$ cat src/rtl/shift_rotate_unit.sv
module shift_rotate_unit #(
  parameter int CNT_W = 8
) (
  input  logic             clk,
  input  logic             rst_n,
  input  logic             start,
  input  logic [2:0]       op,
  input  logic             wide,
  input  logic             cnt_from_cl,
  input  logic [CNT_W-1:0] cnt_imm,
  input  logic [CNT_W-1:0] cl_val,
  input  logic [15:0]      operand,
  input  logic             cf_in,
  input  logic             of_in,
  input  logic             sf_in,
  input  logic             zf_in,
  input  logic             pf_in,
  output logic [15:0]      result,
  output logic             cf,
  output logic             of,
  output logic             sf,
  output logic             zf,
  output logic             pf,
  output logic             done,
  output logic             busy
);
  localparam logic [2:0] OP_ROL = 3'd0;
  localparam logic [2:0] OP_ROR = 3'd1;
  localparam logic [2:0] OP_RCL = 3'd2;
  localparam logic [2:0] OP_RCR = 3'd3;
  localparam logic [2:0] OP_SAR = 3'd7;

  logic [15:0]      val_q, nxt;
  logic             c_q, nxt_c;
  logic [CNT_W-1:0] rem_q;
  logic [2:0]       op_q;
  logic             wide_q, busy_q, done_q;
  logic             of_q, sf_q, zf_q, pf_q;
  logic             sfk_q, zfk_q, pfk_q;
  logic             fill_l, fill_r, top;
  logic             n_top, n_sub, n_zero, n_par, n_of;

  wire [CNT_W-1:0] cnt       = cnt_from_cl ? cl_val : cnt_imm;
  wire [15:0]      opnd      = wide ? operand : {8'h00, operand[7:0]};
  wire             go_left   = ~op_q[0];
  wire             plain_rot = (op_q == OP_ROL) || (op_q == OP_ROR);
  wire             accept    = start && !busy_q;

  assign top = wide_q ? val_q[15] : val_q[7];

  always_comb begin
    fill_l = 1'b0;
    fill_r = 1'b0;
    case (op_q)
      OP_ROL:  fill_l = top;
      OP_RCL:  fill_l = c_q;
      OP_ROR:  fill_r = val_q[0];
      OP_RCR:  fill_r = c_q;
      OP_SAR:  fill_r = top;
      default: ;
    endcase
  end

  always_comb begin
    if (go_left) begin
      nxt   = {val_q[14:0], fill_l};
      nxt_c = top;
      if (!wide_q) nxt[15:8] = 8'h00;
    end else begin
      nxt   = {1'b0, val_q[15:1]};
      nxt_c = val_q[0];
      if (wide_q) nxt[15] = fill_r;
      else begin
        nxt[15:8] = 8'h00;
        nxt[7]    = fill_r;
      end
    end
  end

  assign n_top  = wide_q ? nxt[15] : nxt[7];
  assign n_sub  = wide_q ? nxt[14] : nxt[6];
  assign n_zero = wide_q ? (nxt == 16'h0000) : (nxt[7:0] == 8'h00);
  assign n_par  = ~^nxt[7:0];
  assign n_of   = go_left ? (n_top ^ nxt_c)
                          : ((op_q == OP_SAR) ? 1'b0 : (n_top ^ n_sub));

  always_ff @(posedge clk or negedge rst_n) begin
    if (!rst_n) begin
      val_q  <= '0;
      c_q    <= 1'b0;
      rem_q  <= '0;
      op_q   <= '0;
      wide_q <= 1'b0;
      busy_q <= 1'b0;
      done_q <= 1'b0;
      of_q   <= 1'b0;
      sf_q   <= 1'b0;
      zf_q   <= 1'b0;
      pf_q   <= 1'b0;
      sfk_q  <= 1'b0;
      zfk_q  <= 1'b0;
      pfk_q  <= 1'b0;
    end else begin
      done_q <= 1'b0;
      if (accept) begin
        val_q  <= opnd;
        c_q    <= cf_in;
        rem_q  <= cnt;
        op_q   <= op;
        wide_q <= wide;
        sfk_q  <= sf_in;
        zfk_q  <= zf_in;
        pfk_q  <= pf_in;
        if (cnt == '0) begin
          done_q <= 1'b1;
          of_q   <= of_in;
          sf_q   <= sf_in;
          zf_q   <= zf_in;
          pf_q   <= pf_in;
        end else begin
          busy_q <= 1'b1;
        end
      end else if (busy_q) begin
        val_q <= nxt;
        c_q   <= nxt_c;
        rem_q <= rem_q - 1'b1;
        if (rem_q == CNT_W'(1)) begin
          busy_q <= 1'b0;
          done_q <= 1'b1;
          of_q   <= n_of;
          sf_q   <= plain_rot ? sfk_q : n_top;
          zf_q   <= plain_rot ? zfk_q : n_zero;
          pf_q   <= plain_rot ? pfk_q : n_par;
        end
      end
    end
  end

  assign result = val_q;
  assign cf     = c_q;
  assign of     = of_q;
  assign sf     = sf_q;
  assign zf     = zf_q;
  assign pf     = pf_q;
  assign done   = done_q;
  assign busy   = busy_q;
endmodule

$ cat config.mk
export PLATFORM = sky130hd
export DESIGN_NAME = shift_rotate_unit
export DESIGN_NICKNAME = d
export VERILOG_FILES = /design/src/rtl/shift_rotate_unit.sv
export SDC_FILE = /design/constraint.sdc
export NUM_CORES = 1
export LEC_CHECK = 0
export BUFFER_PORTS_ARGS = -buffer_cell sky130_fd_sc_hd__clkbuf_2
export CORE_MARGIN = 1.5
export CORE_UTILIZATION = 35
export CTS_BUF_LIST = sky130_fd_sc_hd__clkbuf_2 sky130_fd_sc_hd__clkbuf_4 sky130_fd_sc_hd__clkbuf_8
export DETAILED_ROUTE_END_ITERATION = 8
export SLEW_MARGIN = 20
export SYNTH_ARGS = -nofsm -noshare
export SYNTH_HDL_FRONTEND = slang
export SYNTH_SLANG_ARGS = --single-unit
$ cat constraint.sdc
create_clock -name clk -period 2.5 [get_ports clk]
set_input_delay 0.5 -clock clk [delete_from_list [all_inputs] [get_ports clk]]
set_output_delay 0.5 -clock clk [all_outputs]
set_load 0.02 [all_outputs]
==> flow_summary.json <==
{
  "status": "finished, final reports clean",
  "setup_viol": 0,
  "critical_path.startpoint_type": "flip-flop",
  "cts_tree": "built",
  "post_route_cells_drive_above_1_share_pct": 29.2,
  "rows": 30,
  "detail_route.vias_per_cell": 5.13,
  "clk_transition_reported_paths_ps": 80,
  "ys_async_sr_fraction_pct": 100,
  "place.port_buffers": 67,
  "required_ps": 2680,
  "grt_antenna_before_repair": 0,
  "cts_hold_bufs": 0,
  "synth_flop_cell": "sky130_fd_sc_hd__dfrtp_1",
  "initial_core_util_pct": 36.2,
  "htree_num_levels": 2,
  "rsz0062_at_grt": "yes",
  "worst_r2r_src": "wide_q",
  "switching_share_pct": 41.1,
  "die_h_um": 87.1,
  "r2r_cells": 9,
  "comb_power_share_pct": 49.0,
  "fmax_mhz": 418,
  "cts_root_buf": "sky130_fd_sc_hd__clkbuf_8",
  "worst_r2r_endpoint": "pf",
  "power_leakage_uw": 0.00147,
  "post_detailed_route_count_of_antenna_violating_nets": 0,
  "arrival_ps": 2580,
  "grt_util_all_layers_pct": 17.7,
  "worst-path-max-fanout": 6,
  "mappedNetlistNets": 324,
  "layout-area-overhead-vs-synth_pct": 25.4,
  "synth_edf_count": 0,
  "worst-slew-pin-transition_ps": 558,
  "clk_latency_ps": 310,
  "numPlacedInstances": 430,
  "design.core.area_um2": 6830,
  "path_class": "flip-flop to flip-flop",
  "regToRegSetupSlack_ps": 110,
  "timing.max_slew.rel_slack_pct": 61.9,
  "finalCritPeriodShare_pct": 95.7,
  "syn-instance-count": 273,
  "num-fill-cells": 711,
  "cts.sink_count": 38,
  "dr_total_vias": 2247,
  "synth.largest_area_cell": "sky130_fd_sc_hd__dfrtp_1",
  "place_area_um2": 2950,
  "ys_warn_count": 0,
  "stdcell_count": 438,
  "critPathMaxStageDelay_ps": 580,
  "post_synth_instance_area_um2": 2480,
  "final-hold-violation-count": 0,
  "cp_top_family": "compound AO/OA/AOI/OAI gates",
  "count_of_boundary_i_o_pins": 68,
  "sum_of_net_half_perimeters_after_detailed_placement_mm": 4.67,
  "fin_total_pwr_uw": 3490,
  "largest_net_degree_at_the_start_of_global_routing": 39,
  "drc_errors": 0,
  "design.die.area_um2": 7590,
  "mostFrequentLayoutCells": "sky130_fd_sc_hd__clkbuf_2 (67), sky130_fd_sc_hd__dfrtp_1 (38), sky130_fd_sc_hd__a21oi_1 (27)",
  "cp_cell_sequence": "mux2i_4 > a2111oi_0 > a21oi_1 > ha_1 > xnor2_1 > xnor2_1 > o21ai_0 > o21ai_0 > mux2i_1",
  "yosysTopAreaCellShare_pct": 38.4,
  "cp_slowest_cell": "sky130_fd_sc_hd__a2111oi_0",
  "synth.ff_latch_count": 38,
  "final.setup.worst_slack_ps": 109,
  "drv.max_cap_violation_count": 0,
  "p_per_area_nw_per_um2": 1120,
  "route.detailed.wl_per_inst_um": 14.5,
  "drtPass1Iterations": 4,
  "layout.cell_area.non_filler_um2": 3100,
  "portion_of_the_post_synthesis_area_used_by_sequential_elements_pct": 38.4,
  "vias_in_the_first_global_route": 2047,
  "netSwitchingPower_uw": 1430,
  "cell_internal_pwr_uw": 2050,
  "ir_drop_mv": 0.453,
  "place.gp.congestion": 0.880,
  "number_of_pins_with_negative_max_slew_slack_in_the_final_report": 0,
  "layout_commonest_cell": "sky130_fd_sc_hd__clkbuf_2",
  "num_antenna_cells": 0,
  "chipWidth_um": 87.1,
  "avgSynthCellArea_um2": 9.07,
  "setup.worst_path.end_class": "flip-flop",
  "finClkSkew_ps": 8.48,
  "cts_inserted_buffers": 5,
  "total_congestion_overflow_after_global_routing": 0,
  "worstHoldPathType": "input port to async pin",
  "totalWireLength_mm": 6.34,
  "netlist-cell-type-count": 43,
  "ys_top_cells_by_area": "sky130_fd_sc_hd__dfrtp_1 (38%), sky130_fd_sc_hd__mux2i_1 (11%), sky130_fd_sc_hd__a21oi_1 (5.7%)",
  "dr.first_iter.drc_count": 119,
  "buf_inv_on_cp": 0,
  "pwr-share-clk_pct": 19.1,
  "layout.nets": 392,
  "grt_pass1_wl_mm": 10.3,
  "finalWorstPathRequiredPeriod_ps": 2390,
  "detailedPlace.worstSlack_ps": 76.3,
  "pwr-share-seq_pct": 32.0,
  "cts_buffer_depth": 2
}
[power by group through the flow]
stage               Sequential [µW]  Combinational (µW)  Clock, µW
floorplan                      1160                1130          0
global placement               1110                1660          0
detailed placement             1110                1690          0
CTS                            1100                1690        676
global route                   1160                1890        695
finish                         1110                1710        665
[worst max path at each step]
stage,from,to,slack [ps],depth (start not counted)
6_report,wide_q,pf,110,9
3_5_place_dp,result[15],zf,80,10
5_1_grt,wide_q,pf,-20,9
2_1_floorplan,result[15],pf,260,10
4_1_cts,result[15],zf,50,10
3_3_place_gp,result[15],pf,190,10
[synthesized netlist by cell type, types with 2 or more instances]
master                     instances
sky130_fd_sc_hd__a211oi_1         10
sky130_fd_sc_hd__o21ai_0           8
sky130_fd_sc_hd__nand4_1           2
sky130_fd_sc_hd__nor2_1           20
sky130_fd_sc_hd__nor2b_1          19
sky130_fd_sc_hd__clkbuf_1          6
sky130_fd_sc_hd__ha_1              6
sky130_fd_sc_hd__inv_1             7
sky130_fd_sc_hd__or4_1             2
sky130_fd_sc_hd__nand3b_1          3
sky130_fd_sc_hd__o22ai_1           9
sky130_fd_sc_hd__dfrtp_1          38
sky130_fd_sc_hd__nand2b_1          5
sky130_fd_sc_hd__mux2_4            2
sky130_fd_sc_hd__nor3_1            5
sky130_fd_sc_hd__nand3_1           4
sky130_fd_sc_hd__mux2i_1          27
sky130_fd_sc_hd__nand2_1          23
sky130_fd_sc_hd__a21oi_1          28
sky130_fd_sc_hd__xor2_1            3
sky130_fd_sc_hd__a31oi_1          10
sky130_fd_sc_hd__buf_2             7
sky130_fd_sc_hd__xnor2_1           5
sky130_fd_sc_hd__buf_1             5
[flip-flops by register name, indices dropped and copies added, names as in the netlist]
register,count
done,1
result,16
of,1
pfk_q,1
zf,1
sf,1
busy,1
wide_q,1
cf,1
sfk_q,1
zfk_q,1
rem_q,8
pf,1
op_q,3
[cell families after synthesis]
kind of cell / synth area share, %
xor+xnor: 2.83
flops: 38.4
simple gates: 18.8
fa+ha+maj: 3.03
compound gates: 20.1
buf+inv: 4.30
mux: 12.6
[per-stage QoR]
step                hold WS, ps  setup TNS [ps]  util, %
floorplan                   204               0        -
global placement            465               0     43.1
detailed placement          467               0     43.1
CTS                         259               0     45.2
global route                285           -19.6     45.4
finish                      228               0     45.4
[timing repair]
action | 4_1_cts | 5_1_grt
gates resized for setup | 0 | 3
buffers inserted | 0 | 0
setup endpoints to repair | 0 | 2
[worst reg2reg max path, stage by stage, from the launching register on]
cell                        delay (ps)
sky130_fd_sc_hd__dfrtp_1           420
sky130_fd_sc_hd__mux2i_4           220
sky130_fd_sc_hd__a2111oi_0         580
sky130_fd_sc_hd__a21oi_1           120
sky130_fd_sc_hd__ha_1              320
sky130_fd_sc_hd__xnor2_1           200
sky130_fd_sc_hd__xnor2_1           150
sky130_fd_sc_hd__o21ai_0            80
sky130_fd_sc_hd__o21ai_0            90
sky130_fd_sc_hd__mux2i_1            80
[cell type report]
cell class                      instances  area, µm²  area share (%)
Clock buffer                            6       82.6            2.66
Clock inverter                          2       60.1            1.93
Inverter                                8       30.0           0.967
Multi-Input combinational cell        209       1440            46.2
Sequential cell                        38        951            30.6
Tap cell                               96        120            3.87
Timing Repair Buffer                   79        425            13.7
[metal layers]
| metal | vias to the layer above | GRT usage (%) | routed length (µm) |
|---|---|---|---|
| met1 | 1066 | 25.1 | 2990 |
| li1 | 1119 | - | - |
| met5 | - | 0 | 0 |
| met4 | 0 | 4.76 | 78 |
| met3 | 5 | 4.17 | 406 |
| met2 | 57 | 26.8 | 2870 |
Note: power is estimated with default switching activity, not from simulation.
